===== src/rtl/hdlc_rx_pkg.sv =====
package hdlc_rx_pkg;
  localparam int OCTET      = 8;
  localparam int FLAG_RUN   = 6;
  localparam int SR_W       = OCTET + FLAG_RUN;
  localparam int PH_W       = $clog2(OCTET);
  localparam int FCS16_B    = 2;
  localparam int FCS32_B    = 4;
  localparam int HOLD_DEPTH = FCS32_B + 1;
  localparam int OCC_W      = $clog2(HOLD_DEPTH + 1);

  localparam logic [15:0] POLY16 = 16'h8408;
  localparam logic [15:0] GOOD16 = 16'hF0B8;
  localparam logic [31:0] POLY32 = 32'hEDB88320;
  localparam logic [31:0] GOOD32 = 32'hDEBB20E3;

  typedef struct packed {
    logic ok;
    logic bad;
    logic abort;
    logic misalign;
  } rx_stat_t;
endpackage


===== src/rtl/hdlc_rx_bitproc.sv =====
module hdlc_rx_bitproc
  import hdlc_rx_pkg::*;
(
  input  logic clk,
  input  logic rst_n,
  input  logic bit_en,
  input  logic bit_in,
  output logic dbit_vld,
  output logic dbit,
  output logic flag_ev,
  output logic abort_ev
);
  logic [2:0] ones_q, ones_d;

  always_comb begin
    ones_d   = ones_q;
    dbit_vld = 1'b0;
    flag_ev  = 1'b0;
    abort_ev = 1'b0;
    dbit     = bit_in;
    if (bit_en) begin
      if (bit_in) begin
        ones_d   = (ones_q == 3'd7) ? 3'd7 : ones_q + 3'd1;
        dbit_vld = (ones_q < 3'(FLAG_RUN - 1));
        abort_ev = (ones_q == 3'(FLAG_RUN));
      end else begin
        ones_d   = 3'd0;
        flag_ev  = (ones_q == 3'(FLAG_RUN));
        dbit_vld = (ones_q != 3'(FLAG_RUN - 1)) && (ones_q != 3'(FLAG_RUN));
      end
    end
  end

  always_ff @(posedge clk or negedge rst_n) begin
    if (!rst_n) ones_q <= 3'd0;
    else if (bit_en) ones_q <= ones_d;
  end


  abort_once_chk: assert property (@(posedge clk) disable iff (!rst_n)
    abort_ev |=> !abort_ev);
endmodule


===== src/rtl/hdlc_rx_crc.sv =====
module hdlc_rx_crc #(
  parameter int         W    = 16,
  parameter logic [W-1:0] POLY = 16'h8408,
  parameter logic [W-1:0] GOOD = 16'hF0B8
) (
  input  logic clk,
  input  logic rst_n,
  input  logic clr,
  input  logic en,
  input  logic din,
  output logic good
);
  logic [W-1:0] crc_q, crc_d;

  always_comb begin
    crc_d = crc_q;
    if (clr) crc_d = '1;
    else if (en) crc_d = (crc_q >> 1) ^ ((crc_q[0] ^ din) ? POLY : '0);
  end

  always_ff @(posedge clk or negedge rst_n) begin
    if (!rst_n) crc_q <= '1;
    else if (clr || en) crc_q <= crc_d;
  end

  assign good = (crc_q == GOOD);
endmodule


===== src/rtl/hdlc_rx_framer.sv =====
module hdlc_rx_framer
  import hdlc_rx_pkg::*;
(
  input  logic            clk,
  input  logic            rst_n,
  input  logic            cfg_crc32,
  input  logic            cfg_keep_fcs,
  input  logic            dbit_vld,
  input  logic            dbit,
  input  logic            flag_ev,
  input  logic            abort_ev,
  input  logic            crc_good,
  output logic            crc_clr,
  output logic            crc_en,
  output logic            crc_din,
  output logic            o_valid,
  output logic [OCTET-1:0] o_data,
  output logic            o_sof,
  output logic            o_eof,
  output rx_stat_t        o_stat
);
  logic [SR_W-1:0]  sr_q, sr_d;
  logic [2:0]       pre_q, pre_d;
  logic [PH_W-1:0]  ph_q, ph_d;
  logic             inf_q, inf_d, sent_q, sent_d, fl_q, fl_d;
  logic [OCC_W-1:0] occ_q, occ_d, lim, idx;
  logic [OCTET-1:0] q_q [HOLD_DEPTH];
  logic [OCTET-1:0] q_d [HOLD_DEPTH];
  rx_stat_t         hold_q, hold_d, st_d, end_st, ab_st;
  logic             ov_d, sof_d, eof_d, pop, confirm, byte_done;
  logic [OCTET-1:0] od_d, new_byte;

  assign lim = cfg_crc32 ? OCC_W'(HOLD_DEPTH) : OCC_W'(FCS16_B + 1);

  // bit alignment: bits are confirmed as data FLAG_RUN emissions late
  always_comb begin
    sr_d      = sr_q;
    pre_d     = pre_q;
    ph_d      = ph_q;
    confirm   = 1'b0;
    byte_done = 1'b0;
    if (flag_ev) begin
      pre_d = 3'd0;
      ph_d  = '0;
    end else if (dbit_vld) begin
      sr_d = {dbit, sr_q[SR_W-1:1]};
      if (pre_q == 3'(FLAG_RUN)) begin
        confirm   = 1'b1;
        byte_done = (ph_q == PH_W'(OCTET - 1));
        ph_d      = ph_q + 1'b1;
      end else begin
        pre_d = pre_q + 3'd1;
      end
    end
  end

  assign new_byte = sr_d[OCTET-1:0];
  assign crc_clr  = flag_ev;
  assign crc_en   = confirm;
  assign crc_din  = sr_d[OCTET-1];

  always_comb begin
    end_st          = '0;
    end_st.misalign = (ph_q != '0);
    end_st.ok       = crc_good && (ph_q == '0);
    end_st.bad      = !end_st.ok;
    ab_st           = '0;
    ab_st.abort     = 1'b1;
  end

  // frame control and byte hold queue
  always_comb begin
    q_d    = q_q;
    occ_d  = occ_q;
    fl_d   = fl_q;
    hold_d = hold_q;
    sent_d = sent_q;
    inf_d  = inf_q;
    ov_d   = 1'b0;
    sof_d  = 1'b0;
    eof_d  = 1'b0;
    st_d   = '0;
    od_d   = o_data;
    pop    = 1'b0;
    idx    = (occ_q == lim) ? occ_q - 1'b1 : occ_q;
    if (fl_q) begin
      pop   = 1'b1;
      occ_d = occ_q - 1'b1;
      if (occ_q == OCC_W'(1)) begin
        eof_d = 1'b1;
        st_d  = hold_q;
        fl_d  = 1'b0;
      end
    end else if (flag_ev) begin
      inf_d  = 1'b1;
      sent_d = 1'b0;
      if (inf_q && sent_q) begin
        if (cfg_keep_fcs) begin
          fl_d   = 1'b1;
          hold_d = end_st;
        end else begin
          pop   = 1'b1;
          eof_d = 1'b1;
          st_d  = end_st;
          occ_d = '0;
        end
      end else begin
        occ_d = '0;
      end
    end else if (abort_ev) begin
      inf_d  = 1'b0;
      sent_d = 1'b0;
      occ_d  = '0;
      if (inf_q && sent_q) begin
        pop   = 1'b1;
        eof_d = 1'b1;
        st_d  = ab_st;
      end
    end else if (byte_done && inf_q) begin
      if (occ_q == lim) begin
        pop    = 1'b1;
        sof_d  = !sent_q;
        sent_d = 1'b1;
      end else begin
        occ_d = occ_q + 1'b1;
      end
    end
    if (pop) begin
      ov_d = 1'b1;
      od_d = q_q[0];
      for (int i = 0; i < HOLD_DEPTH - 1; i++) q_d[i] = q_q[i+1];
    end
    if (byte_done && inf_q && !fl_q) begin
      for (int i = 0; i < HOLD_DEPTH; i++)
        if (OCC_W'(i) == idx) q_d[i] = new_byte;
    end
  end

  always_ff @(posedge clk or negedge rst_n) begin
    if (!rst_n) begin
      sr_q    <= '0;
      pre_q   <= 3'd0;
      ph_q    <= '0;
      inf_q   <= 1'b0;
      sent_q  <= 1'b0;
      fl_q    <= 1'b0;
      occ_q   <= '0;
      hold_q  <= '0;
      o_valid <= 1'b0;
      o_data  <= '0;
      o_sof   <= 1'b0;
      o_eof   <= 1'b0;
      o_stat  <= '0;
      for (int i = 0; i < HOLD_DEPTH; i++) q_q[i] <= '0;
    end else begin
      sr_q    <= sr_d;
      pre_q   <= pre_d;
      ph_q    <= ph_d;
      inf_q   <= inf_d;
      sent_q  <= sent_d;
      fl_q    <= fl_d;
      occ_q   <= occ_d;
      hold_q  <= hold_d;
      o_valid <= ov_d;
      o_data  <= od_d;
      o_sof   <= sof_d;
      o_eof   <= eof_d;
      o_stat  <= st_d;
      for (int i = 0; i < HOLD_DEPTH; i++) q_q[i] <= q_d[i];
    end
  end


  stat_onehot_chk: assert property (@(posedge clk) disable iff (!rst_n)
    o_eof |-> ($countones({o_stat.ok, o_stat.bad, o_stat.abort}) == 1));

  stat_idle_chk: assert property (@(posedge clk) disable iff (!rst_n)
    !o_eof |-> (o_stat == '0));

  misalign_bad_chk: assert property (@(posedge clk) disable iff (!rst_n)
    o_stat.misalign |-> o_stat.bad);

  hold_depth_chk: assert property (@(posedge clk) disable iff (!rst_n)
    occ_q <= lim);

  flush_quiet_chk: assert property (@(posedge clk) disable iff (!rst_n)
    fl_q |-> !(byte_done || flag_ev || abort_ev));
endmodule


===== src/rtl/hdlc_rx_deframer.sv =====
module hdlc_rx_deframer
  import hdlc_rx_pkg::*;
(
  input  logic             clk,
  input  logic             rst_n,
  input  logic             bit_en,
  input  logic             bit_in,
  input  logic             cfg_crc32,
  input  logic             cfg_keep_fcs,
  output logic             out_valid,
  output logic [OCTET-1:0] out_data,
  output logic             out_sof,
  output logic             out_eof,
  output logic             st_fcs_ok,
  output logic             st_fcs_bad,
  output logic             st_abort,
  output logic             st_misalign
);
  logic [1:0] rs_q;
  logic       srst_n;
  logic       dbit_vld, dbit, flag_ev, abort_ev;
  logic       crc_clr, crc_en, crc_din, good16, good32;
  rx_stat_t   stat;

  always_ff @(posedge clk or negedge rst_n) begin
    if (!rst_n) rs_q <= 2'b00;
    else        rs_q <= {rs_q[0], 1'b1};
  end
  assign srst_n = rs_q[1];

  hdlc_rx_bitproc u_bits (
    .clk(clk), .rst_n(srst_n), .bit_en(bit_en), .bit_in(bit_in),
    .dbit_vld(dbit_vld), .dbit(dbit), .flag_ev(flag_ev), .abort_ev(abort_ev)
  );

  hdlc_rx_crc #(.W(16), .POLY(POLY16), .GOOD(GOOD16)) u_crc16 (
    .clk(clk), .rst_n(srst_n), .clr(crc_clr), .en(crc_en), .din(crc_din),
    .good(good16)
  );

  hdlc_rx_crc #(.W(32), .POLY(POLY32), .GOOD(GOOD32)) u_crc32 (
    .clk(clk), .rst_n(srst_n), .clr(crc_clr), .en(crc_en), .din(crc_din),
    .good(good32)
  );

  hdlc_rx_framer u_frm (
    .clk(clk), .rst_n(srst_n), .cfg_crc32(cfg_crc32),
    .cfg_keep_fcs(cfg_keep_fcs), .dbit_vld(dbit_vld), .dbit(dbit),
    .flag_ev(flag_ev), .abort_ev(abort_ev),
    .crc_good(cfg_crc32 ? good32 : good16),
    .crc_clr(crc_clr), .crc_en(crc_en), .crc_din(crc_din),
    .o_valid(out_valid), .o_data(out_data), .o_sof(out_sof),
    .o_eof(out_eof), .o_stat(stat)
  );

  assign st_fcs_ok   = stat.ok;
  assign st_fcs_bad  = stat.bad;
  assign st_abort    = stat.abort;
  assign st_misalign = stat.misalign;


  sof_needs_valid_chk: assert property (@(posedge clk) disable iff (!srst_n)
    (out_sof || out_eof) |-> out_valid);
endmodule


===== config.mk =====
export PLATFORM = sky130hd
export DESIGN_NAME = hdlc_rx_deframer
export DESIGN_NICKNAME = d
export VERILOG_FILES = /design/src/rtl/hdlc_rx_pkg.sv /design/src/rtl/hdlc_rx_bitproc.sv /design/src/rtl/hdlc_rx_crc.sv /design/src/rtl/hdlc_rx_framer.sv /design/src/rtl/hdlc_rx_deframer.sv
export SDC_FILE = /design/constraint.sdc
export NUM_CORES = 1
export LEC_CHECK = 0
export BUFFER_PORTS_ARGS = -buffer_cell sky130_fd_sc_hd__buf_2
export CAP_MARGIN = 25
export CORE_UTILIZATION = 35
export CTS_CLUSTER_SIZE = 16
export DETAILED_ROUTE_END_ITERATION = 6
export HOLD_SLACK_MARGIN = 0.15
export MAX_ROUTING_LAYER = met4
export SLEW_MARGIN = 10
export SYNTH_ARGS = -nofsm -noshare
export SYNTH_HDL_FRONTEND = slang
export SYNTH_HIERARCHICAL = 1
export SYNTH_SLANG_ARGS = --single-unit

===== constraint.sdc =====
create_clock -name clk -period 5.1 [get_ports clk]
set_input_delay 0.255 -clock clk [delete_from_list [all_inputs] [get_ports clk]]
set_output_delay 0.255 -clock clk [all_outputs]
set_load 0.05 [all_outputs]

After elaboration in Yosys (flattened, before gate mapping)
Cells that the tools add are included.

word-level totals
  bits of input ports = 6
  output and inout port bits = 15
  word-level logic and storage cells = 166
  register bits after elaboration = 137

operators by class
  muxes and demuxes = 81
  magnitude comparators = 1
  add/subtract/negate cells = 5
  equal/unequal tests = 17
  reductions and logical operators = 28
  bitwise operators = 6

operators by type and width
  kind                    count
  $mux W32                4
  $mux W8                 7
  $mux W3                 17
  $mux W16                3
  $mux W1                 42
  $mux W40                1
  $eq A32 B32 Y1 const B  1
  $xor A31 B32 Y32        1
  $mux W4                 6
  $eq A16 B16 Y1 const B  1
  $xor A15 B16 Y16        1
  $add A3 B1 Y3 const B   4
  $eq A3 B3 Y1 const B    4
  $reduce_and A2 Y1       6
  $reduce_bool A3 Y1      3
  $ne A4 B3 Y1 const B    2
  $reduce_bool A2 Y1      4
  $eq A2 B3 Y1 const A    2
  $logic_not A3 Y1        2
  $ne A3 B3 Y1 const B    2
  $reduce_and A3 Y1       2
  $logic_and A1 B1 Y1     5
  $reduce_and A4 Y1       1
  $reduce_bool A4 Y1      1
  other kinds (12)        16

Logic depth before layout (Yosys ltp)
Gate-level depths: netlist (run 1).

  depth in word-level cells = 14
  depth in mapped cells = 13
  gate-level depth less buffers = 10

Hierarchy
Netlist (run 1), hierarchy kept.

by module, submodules not included
  module                 sequential area each (µm²)  times used  area an instance (µm²)  cells an instance
  hdlc_rx_framer         2102.0                      1           3951.3                  306
  hdlc_rx_crc (u_crc32)  840.8                       1           1612.8                  133
  hdlc_rx_crc (u_crc16)  420.4                       1           803.3                   62
  hdlc_rx_bitproc        75.1                        1           212.7                   24
  hdlc_rx_deframer       50.0                        1           68.8                    4

Least setup slack after synthesis (run 1)
Ideal clock, no wire load.

  path type = flip-flop to flip-flop
  start = register u_bits.ones_q[0]
  end = register u_crc32.crc_q[21]
  cell stages (with the launch flop) = 13
  slack = 2405 ps
  arrival = 2614 ps
  library setup time = 82 ps
  data required time = 5018 ps
  path buffers = 5
  period minus slack after synthesis = 2695 ps
  cells stage by stage = dfrtp_1 -> inv_1 -> ha_1 -> nand2_1 -> nor3b_1 -> nand2b_1 -> buf_6 -> clkbuf_1 -> nor2_1 -> buf_2 -> buf_2 -> clkbuf_1 -> a211o_1

between the ends
  elaborated cells between the ends (all ways) = 21
  those cells by class = 1 x order compare; 3 x eq/ne; 11 x mux; 2 x bitwise; 4 x reduce/logical

RTL lines
  element                                                                    RTL line                RTL
  start, declared                                                            hdlc_rx_bitproc.sv:13   logic [2:0] ones_q, ones_d;
  start signal, assigned                                                     hdlc_rx_bitproc.sv:36   else if (bit_en) ones_q <= ones_d;
  $eq A3 B3 Y1 (*)                                                           hdlc_rx_bitproc.sv:28   flag_ev = (ones_q == 3'(FLAG_RUN));
  $mux W1 (*)                                                                hdlc_rx_bitproc.sv:22   if (bit_in) begin
  $mux W1 (*)                                                                hdlc_rx_bitproc.sv:21   if (bit_en) begin
  named net flag_ev                                                          hdlc_rx_deframer.sv:21  logic dbit_vld, dbit, flag_ev, abort_ev;
  $mux W1 (*)                                                                hdlc_rx_framer.sv:42    if (flag_ev) begin
  named net crc_en                                                           hdlc_rx_deframer.sv:22  logic crc_clr, crc_en, crc_din, good16, good32;
  $reduce_bool A2 Y1 (no line) / $logic_or A1 B1 Y1 (equally long branches)  -
  $reduce_and A2 Y1 (no line) (*)                                            -
  end signal, assigned                                                       hdlc_rx_crc.sv:23       else if (clr || en) crc_q <= crc_d;
  end, declared                                                              hdlc_rx_crc.sv:13       logic [W-1:0] crc_q, crc_d;

Mark *: on every way through the listed nets, which the timed path passes. The rest lies on a longest branch. The select of a mux whose other input is x is not followed.
A chain may end at the register's enable or synchronous reset.

Worst setup path after layout (run 1)
  start = register u_bits.ones_q[0]
  end = register u_crc32.crc_q[26]

between the ends
  elaborated cells between the ends (all ways) = 21
  those cells by class = 1 x order compare; 3 x eq/ne; 11 x mux; 2 x bitwise; 4 x reduce/logical

RTL lines
  element            RTL line                RTL
  $eq A3 B3 Y1       hdlc_rx_bitproc.sv:28
  $mux W1            hdlc_rx_bitproc.sv:22
  $mux W1            hdlc_rx_bitproc.sv:21
  named net flag_ev  hdlc_rx_deframer.sv:21
  $mux W8            hdlc_rx_framer.sv:42
  named net crc_din  hdlc_rx_deframer.sv:22
  $xor A1 B1 Y1      hdlc_rx_crc.sv:18       else if (en) crc_d = (crc_q >> 1) ^ ((crc_q[0] ^ din) ? POLY : '0);
  $mux W32           hdlc_rx_crc.sv:18
  $xor A31 B32 Y32   hdlc_rx_crc.sv:18
  $mux W32           hdlc_rx_crc.sv:18
  $mux W32           hdlc_rx_crc.sv:17       if (clr) crc_d = '1;

The timed path passes the listed nets, and every way through them passes these cells. The select of a mux whose other input is x is not followed.

==> results of run 1 <==
stage by stage:
stage / setup WS (ns) / hold WS [ns]
floorplan: 1.084 / -0.04059
global placement: 1.835 / 0.04100
detailed placement: 1.587 / 0.04313
CTS: 1.537 / 0.1663
global route: 1.194 / 0.1809
finish: 1.586 / 0.1823
what timing repair did:
item	4_1_cts	5_1_grt
hold buffers	4	0
buffers inserted	0	0
hold endpoints to repair	5	0
gates resized for setup	0	0
synthesized netlist by cell type, drive strengths merged (11+ instances only):
cell type  count
xnor2         16
dfstp         48
inv           20
mux2i         77
dfrtp         89
buf           20
a211o         48
mux2          24
nand2         22
nor2          17
nor2b         48
ha            11
kinds of logic after synthesis:
| logic type | after synthesis | share of synthesized area |
|---|---|---|
| adder cells (fa/ha/maj) | 11 | 0.02070 |
| AO/OA/AOI/OAI | 78 | 0.09221 |
| flip-flops | 137 | 0.5247 |
| multiplexers | 101 | 0.1656 |
| buffers and inverters | 50 | 0.04159 |
| other | 1 | 0.0005640 |
| AND/OR/NAND/NOR | 132 | 0.1223 |
| XOR/XNOR | 19 | 0.03237 |
final timing paths:
check	from	to	slack [ns]
hold reg to reg	rs_q[0]	rs_q[1]	0.35
max in group asynchronous	rs_q[1]	u_frm/sr_q[13]	3.64
min in group asynchronous	rst_n	rs_q[1]	0.67
setup reg to reg	u_bits/ones_q[0]	u_crc32/crc_q[26]	1.59
setup / recovery	u_bits/ones_q[0]	u_crc32/crc_q[26]	1.59
hold / removal	cfg_keep_fcs	u_frm/o_stat[0]	0.18
layout make-up:
type	instances	area, um^2
sequential	137	3492
tap	234	292.8
fill	1747	11100
clock buffer	23	478.0
timing repair buffer	31	192.7
clock inverter	9	113.9
inverter	20	75.07
multi-input combinational	342	2898
layer usage:
metal	share of wire	global-route usage	vias to the layer above
li1	-	-	1929
met1	0.49	0.1686	2084
met2	0.47	0.2116	44
met3	0.026	0.03716	13
met4	0.013	0.04858	0
met5	0	-	-
power by group through the flow:
stage / logic, mW / registers [mW] / clock network [mW]
floorplan: 1.01 / 1.68 / 0
global placement: 1.07 / 1.74 / 0
detailed placement: 1.12 / 1.76 / 0
CTS: 1.13 / 1.75 / 1.25
global route: 1.26 / 1.80 / 1.30
finish: 1.12 / 1.75 / 1.22
registers in the layout, indices dropped and copies added (netlist names), 2 cells and up:
name / cells
u_frm/occ_q: 3
u_frm/q_q: 40
u_frm/o_data: 8
u_frm/ph_q: 3
rs_q: 2
u_frm/pre_q: 3
u_frm/sr_q: 14
u_frm/o_stat: 4
u_crc32/crc_q: 32
u_crc16/crc_q: 16
u_frm/hold_q: 3
u_bits/ones_q: 3
critical path, cell delays in order, from the launching register on:
cell      delay [ns]
dfrtp_1         0.42
inv_1           0.10
ha_1            0.18
nand2_1         0.08
nor3b_2         0.38
nand2b_1        0.16
buf_4           0.28
mux2i_1         0.45
inv_1           0.28
xnor2_4         0.60
xnor2_1         0.16
a211o_1         0.32
==> flow_metrics.py, run 1 <==
metrics = {
    "status": {
        "status": "completed",
    },
    "placement": {
        "portBuffers": 20,
        "placed_area_um2": 6910,
        "dp_hpwl_um": 7613,
        "gp_congestion": 0.7425,
        "placedCellCount": 760,
    },
    "global_routing": {
        "grt.total_usage": 0.1357,
        "grt_pass1_wl_um": 20420,
        "grt_max_degree": 58,
        "grt.overflow.total": 0,
        "antenna_found_initial": 0,
        "grt_pass1_vias": 4053,
    },
    "clock_tree": {
        "htreeDepth": 4,
        "cts.clk_slew.worst_paths_ns": 0.06,
        "clk_path_buf_depth": 2,
        "cts_made_buffers": 17,
        "clock_sinks": 137,
        "clk_latency_ns": 0.42,
        "cts_tree": "built",
        "root_buffer": "clkbuf_16",
    },
    "synth": {
        "synth_edf_count": 0,
        "ys.warnings.count": 6,
        "synth-async-reset-ratio": 1.000,
        "yosys.area.top_type": "dfrtp_1",
        "ys_seq_area_frac": 0.5247,
        "netlist_instances": 529,
        "syn_nets": 546,
        "syn_area_per_cell_um2": 12.57,
        "yosys_register_bits": 137,
        "synth_cell_types": 61,
        "yosys.area.top_type_share": 0.3350,
        "synth_area_um2": 6649,
        "synthFlopType": "dfrtp_1",
        "synth_area_leaders": "dfrtp_1 33%, dfstp_2 19%, mux2i_1 12%",
    },
    "cells_and_area": {
        "layout_common_cells": "88 x dfrtp_1, 77 x mux2i_1, 48 x nor2b_1, 48 x a211o_1, 48 x dfstp_2",
        "diodes": 0,
        "final_common_cell": "dfrtp_1",
        "final_area_um2": 7542,
        "final_nets": 566,
        "layout.cells.non_filler": 796,
        "drive_above_1_share": 0.2527,
        "final_util": 0.4046,
        "syn_to_final_growth_pct": 13.44,
    },
    "sta": {
        "slew_headroom": 0.4305,
        "clock_skew_ns": 0.007329,
        "fmax_mhz": 284.6,
        "rsz0062_at_grt": "false",
        "setup_viol": 0,
        "fin_crit_ns": 3.514,
        "tightest_slew_ns": 0.8542,
        "finalHoldViolations": 0,
        "fin_crit_sh": 0.6890,
        "tns_ns": 0,
        "slew_violations": 0,
    },
    "power_and_ir_drop": {
        "clkPwrFrac": 0.298,
        "power_density_nw_per_um2": 543.1,
        "netSwitchingFraction": 0.3065,
        "internal-power_mw": 2.841,
        "power.switching_mw": 1.255,
        "pwr-share-seq": 0.427,
        "power_leakage_nw": 3.870,
        "vdd_ir_drop_max_v": 0.0002626,
        "comb_power_share": 0.275,
        "power_mw": 4.096,
    },
    "worst_setup_path": {
        "worstPathMaxFanout": 19,
        "worstPathArrival_ns": 3.85,
        "startpoint_type": "flop",
        "cp-end-kind": "flop",
        "r2r_cells": 11,
        "cp_data_required_time_ns": 5.44,
        "critPathKind": "flop to flop",
    },
    "run": {
        "cap_violations": 0,
    },
    "drt": {
        "drc": 0,
        "ant_nets": 0,
        "wl_um": 11960,
        "vias_per_cell": 5.113,
        "wl_per_cell_um": 15.03,
        "vias": 4070,
        "dr.pass1.iters": 4,
        "drtIter0Drc": 158,
    },
    "min_path": {
        "worstHoldPathCells": 4,
        "min_path_type": "input pin to flop",
    },
    "die": {
        "rows": 50,
        "ioPinCount": 21,
        "die_x_um": 139.8,
        "core_um2": 18640,
        "dieArea_um2": 19550,
        "initial_core_util": 0.3566,
        "dieHeight_um": 139.8,
    },
}
Power figures use the tool's default switching activity.
==> inputs of run 2 (changes only) <==
==> constraint.sdc (replaced) <==
create_clock -name clk -period 3.6 [get_ports clk]
set_input_delay 0.18 -clock clk [delete_from_list [all_inputs] [get_ports clk]]
set_output_delay 0.18 -clock clk [all_outputs]
set_load 0.05 [all_outputs]
==> run 2 against run 1 <==
Against the previous run: register-to-register slack lost 1.3 ns; count of clock-buffer cells in the layout is 6 lower; first-iteration DRC count is 41% higher; global-route usage rose by 0.11 points; routed wire length shrank 1.0%; critical path depth fell by 1; core utilization rose by 0.23 points; flip-flop and latch count unchanged; sequential power is 41% higher; sequential share of layout area shrank 0.26 points; highest routed layer unchanged.
==> flow_metrics.py, run 2 (synthesized netlist as in run 1, its figures left out) <==
metrics = {
    "status": {
        "status": "completed",
    },
    "clock_tree": {
        "cts_made_buffers": 17,
        "cts.clk_slew.worst_paths_ns": 0.06,
        "clock_sinks": 137,
        "htreeDepth": 4,
        "holdBufCountCts": 6,
        "cts_resized": 0,
        "root_buffer": "clkbuf_16",
        "clk_path_buf_depth": 2,
        "clk_latency_ns": 0.42,
        "cts_tree": "built",
        "cts_setup_buffers": 0,
    },
    "sta": {
        "tightest_slew_ns": 0.9105,
        "tns_ns": 0,
        "slew_violations": 0,
        "fin_crit_ns": 3.278,
        "whs_ns": 0.3582,
        "clock_skew_ns": 0.01040,
        "slew_headroom": 0.3930,
        "setup_ws_ns": 0.3220,
        "setup_viol": 0,
        "fmax_mhz": 305.1,
        "fin_crit_sh": 0.9105,
        "finalHoldViolations": 0,
        "rsz0062_at_grt": "false",
    },
    "global_routing": {
        "grt.busiest_layer": "met2",
        "grt_util_met1": 0.1698,
        "grt_pass1_vias": 4174,
        "use_met2": 0.2095,
        "grt_pass1_wl_um": 20490,
        "grt.overflow.total": 0,
        "globalRouteMet3Util": 0.04198,
        "grt.total_usage": 0.1369,
        "antenna_found_initial": 0,
        "grt_max_degree": 97,
    },
    "power_and_ir_drop": {
        "pwr-share-seq": 0.429,
        "netSwitchingFraction": 0.3100,
        "power_leakage_nw": 3.889,
        "internal-power_mw": 3.982,
        "power_density_nw_per_um2": 760.9,
        "vdd_ir_drop_max_v": 0.0003188,
        "power.switching_mw": 1.789,
        "comb_power_share": 0.273,
        "clkPwrFrac": 0.299,
    },
    "placement": {
        "gp_congestion": 0.7406,
        "dp_slack_ns": 0.3646,
        "portBuffers": 20,
        "dp_hpwl_um": 7466,
    },
    "cells_and_area": {
        "final_common_cell": "dfrtp_1",
        "final_util": 0.4068,
        "top_regs": "u_frm/q_q (40), u_crc32/crc_q (32), u_crc16/crc_q (16)",
        "fill_cells": 1772,
        "largest_reg_flops": 40,
        "top_register": "u_frm/q_q",
        "final_nets": 566,
        "syn_to_final_growth_pct": 14.08,
        "drive_above_1_share": 0.2544,
        "diodes": 0,
        "layout_common_cells": "88 x dfrtp_1, 77 x mux2i_1, 48 x nor2b_1, 48 x a211o_1, 48 x dfstp_2",
    },
    "worst_setup_path": {
        "crit_cells": 10,
        "slowest_delay_ns": 0.59,
        "startpoint_type": "flop",
        "cp_common_cell": "inv_1",
        "critPathKind": "flop to flop",
        "r2r_cells": 10,
        "worstPathArrival_ns": 3.63,
        "crit_slowest_cell": "xnor2_4",
        "critical_path.cell_chain": "inv_1, ha_1, nand2_1, nor3b_2, nand2b_1, mux2i_1, inv_1, xnor2_4, xnor2_1, a211o_1",
        "cp_top_family": "XOR/XNOR gates",
        "worstPathMaxFanout": 14,
        "cp_data_required_time_ns": 3.95,
        "cp-end-kind": "flop",
        "worst-path-buf-inv": 2,
    },
    "drt": {
        "drc": 0,
        "wl_um": 11840,
        "wl_per_cell_um": 14.87,
        "ant_nets": 0,
        "vias_per_cell": 5.025,
        "dr.pass1.iters": 5,
        "vias": 4000,
        "drtIter0Drc": 222,
    },
    "min_path": {
        "worstHoldPathCells": 0,
        "min_path_type": "flop to flop",
    },
    "run": {
        "cap_violations": 0,
    },
    "die": {
        "ioPinCount": 21,
        "dieHeight_um": 139.8,
        "dieArea_um2": 19550,
        "initial_core_util": 0.3566,
        "rows": 50,
        "die_x_um": 139.8,
        "core_um2": 18640,
    },
}
-- run 2: through the flow --
| step | cells | total power, mW | instance area (um^2) |
|---|---|---|---|
| CTS | 796 | 5.845 | 7585 |
| global route | 796 | 6.156 | 7585 |
| floorplan | 529 | 3.813 | 6650 |
| detailed placement | 758 | 4.066 | 6933 |
| finish | 796 | 5.771 | 7585 |
| global placement | 758 | 3.982 | 6933 |
-- run 2: metal layers --
metal	vias to the layer above	routed length, um
met2	58	5615
met3	8	461
met5	-	0
li1	1925	-
met1	2009	5643
met4	0	118
-- run 2: layout make-up --
type / count / area [um^2] / share of cell area
Clock inverter: 15 / 166.4 / 0.02194
Timing Repair Buffer: 31 / 235.2 / 0.03101
Inverter: 20 / 75.07 / 0.009898
Tap cell: 234 / 292.8 / 0.03860
Sequential cell: 137 / 3492 / 0.4604
Multi-Input combinational cell: 342 / 2898 / 0.3821
Clock buffer: 17 / 425.4 / 0.05609
-- run 2: worst paths after layout --
path	startpoint	endpoint	slack, ns
max in group asynchronous	rs_q[1]	u_frm/q_q[7]	2.27
worst max-delay path	u_bits/ones_q[0]	u_crc32/crc_q[8]	0.32
worst max register to register	u_bits/ones_q[0]	u_crc32/crc_q[8]	0.32
worst min register to register	rs_q[0]	rs_q[1]	0.36
worst min-delay path	rs_q[0]	rs_q[1]	0.36
min in group asynchronous	rs_q[1]	u_frm/ph_q[1]	0.48
-- run 2: power groups by stage --
stage	clock network [mW]	registers (mW)	logic [mW]
6_report	1.72	2.47	1.57
5_1_grt	1.86	2.54	1.75
4_1_cts	1.78	2.47	1.59
3_5_place_dp	0	2.49	1.57
3_3_place_gp	0	2.48	1.50
2_1_floorplan	0	2.38	1.43
==> inputs of run 3 (changes only) <==
==> constraint.sdc (replaced) <==
create_clock -name clk -period 2.6 [get_ports clk]
set_input_delay 0.13 -clock clk [delete_from_list [all_inputs] [get_ports clk]]
set_output_delay 0.13 -clock clk [all_outputs]
set_load 0.05 [all_outputs]
==> run 3 against run 2 <==
Against the previous run: sequential power grew 38%; highest routed layer unchanged; largest cell class unchanged; final cell count is 3.4% higher; setup slack lost 0.28 ns.
==> flow_metrics.py, run 3 (synthesized netlist as in run 1, its figures left out) <==
metrics = {
    "placement": {
        "portBuffers": 20,
        "dp_hpwl_um": 7683,
        "placed_area_um2": 7167,
        "gp_congestion": 0.7640,
        "placedCellCount": 782,
    },
    "cells_and_area": {
        "final_util": 0.4203,
        "drive_above_1_share": 0.2954,
        "multi_input_area_um2": 2917,
        "layout_common_cells": "88 x dfrtp_1, 76 x mux2i_1, 48 x nor2b_1, 48 x a211o_1, 48 x dfstp_2",
        "final_area_um2": 7835,
        "final_nets": 593,
        "final_common_cell": "dfrtp_1",
        "top_register": "u_frm/q_q",
        "top_regs": "u_frm/q_q (40), u_crc32/crc_q (32), u_crc16/crc_q (16)",
        "fill_cells": 1726,
        "layout.cells.non_filler": 823,
        "syn_to_final_growth_pct": 17.84,
        "largest_reg_flops": 40,
        "diodes": 0,
        "regArea_um2": 3492,
    },
    "global_routing": {
        "grt.total_usage": 0.1373,
        "grt_max_degree": 75,
        "grt_pass1_vias": 4348,
        "grt.overflow.total": 0,
        "antenna_found_initial": 0,
        "grt_pass1_wl_um": 21060,
    },
    "sta": {
        "clock_skew_ns": 0.006512,
        "slew_headroom": 0.6050,
        "fin_crit_sh": 0.9853,
        "rsz0062_at_grt": "false",
        "fin_crit_ns": 2.562,
        "tightest_slew_ns": 0.5926,
        "fmax_mhz": 390.4,
        "slew_violations": 0,
        "finalHoldViolations": 0,
        "tns_ns": 0,
        "setup_viol": 0,
    },
    "run": {
        "cap_violations": 0,
    },
    "min_path": {
        "min_path_type": "flop to async pin",
    },
    "worst_setup_path": {
        "worst-path-buf-inv": 2,
        "worstPathArrival_ns": 2.86,
        "worstPathMaxFanout": 8,
        "r2r_cells": 9,
        "slowest_delay_ns": 0.37,
        "cp-end-kind": "flop",
        "crit_slowest_cell": "dfrtp_1",
        "cp_data_required_time_ns": 2.90,
        "rrSetupSlack_ns": 0.04,
        "startpoint_type": "flop",
        "r2r-start": "u_bits/ones_q[0]",
        "cp_top_family": "simple AND/OR/NAND/NOR gates",
        "r2r-end": "u_frm/q_q[3]",
        "critPathKind": "flop to flop",
        "critical_path.cell_chain": "inv_1, ha_1, nor3_1, o31a_1, nand2b_4, or3_4, or3_1, buf_4, mux2_4",
    },
    "drt": {
        "wl_um": 11810,
        "vias": 4116,
        "dr.pass1.iters": 4,
        "wl_per_cell_um": 14.35,
        "drc": 0,
        "ant_nets": 0,
        "vias_per_cell": 5.001,
        "drtIter0Drc": 207,
    },
    "clock_tree": {
        "cts_tree": "built",
        "htreeDepth": 4,
        "cts.clk_slew.worst_paths_ns": 0.06,
        "clock_sinks": 137,
        "root_buffer": "clkbuf_16",
        "clk_path_buf_depth": 2,
        "clk_latency_ns": 0.41,
        "cts_made_buffers": 17,
    },
    "die": {
        "initial_core_util": 0.3566,
        "ioPinCount": 21,
        "core_um2": 18640,
        "dieArea_um2": 19550,
        "dieHeight_um": 139.8,
        "die_x_um": 139.8,
        "rows": 50,
    },
    "power_and_ir_drop": {
        "power_leakage_nw": 4.011,
        "vdd_ir_drop_max_v": 0.0005993,
        "power_density_nw_per_um2": 1041,
    },
    "status": {
        "status": "completed",
    },
}
## run 3: cell count changes in the layout (fill, tap and decap cells not counted), moves of 2 or more
cell        before  now
buf_4            2   25
buf_12           3    7
clkinvlp_4       2    5
inv_6            5    3
## run 3: timing repair
item / 4_1_cts / 5_1_grt
resized for setup: 1 / 2
hold endpoints to repair: 10 / 0
gates cloned: 0 / 0
hold buffers: 6 / 0
endpoints found under the setup margin: 13 / 31
buffers inserted: 2 / 1
## run 3: through the flow
step	power [mW]	hold WS [ns]	setup WS, ns
2_1_floorplan	5.289	-0.1656	0.01598
3_3_place_gp	5.745	-0.08536	0.09025
3_5_place_dp	5.876	-0.08298	-0.02668
4_1_cts	8.242	0.3480	0.06164
5_1_grt	8.680	0.3653	0.01360
6_report	8.155	0.3549	0.03832
## run 3: layout make-up
class,instances,area share
clock inverter,15,0.01852
sequential,137,0.4457
multi-input combinational,342,0.3722
inverter,20,0.009582
timing repair buffer,58,0.06228
tap,234,0.03737
clock buffer,17,0.05430
## run 3: how the worst max path moves through the flow
stage,from,end,slack [ns],cells after the start
after global placement,u_bits/ones_q[0],u_frm/q_q[2],0.09,9
after global routing,u_bits/ones_q[0],u_frm/q_q[4],0.01,9
after CTS,u_bits/ones_q[0],u_frm/q_q[3],0.06,9
after detailed placement,u_bits/ones_q[0],u_frm/q_q[3],-0.03,9
final,u_bits/ones_q[0],u_frm/q_q[3],0.04,9
after floorplan,u_bits/ones_q[0],u_crc32/crc_q[21],0.02,12
## run 3: per-layer routing
layer,part of all wire,global-route usage
met2,0.47,0.2095
met4,0.010,0.04916
met1,0.49,0.1765
met3,0.025,0.03407
met5,0,-
## run 3: power breakdown
| group | leakage, nW | internal, mW | switching (mW) |
|---|---|---|---|
| logic | 2.06 | 1.34 | 1.12 |
| registers | 1.69 | 2.93 | 0.465 |
| clock network | 0.264 | 1.33 | 0.959 |
| total | 4.01 | 5.61 | 2.55 |
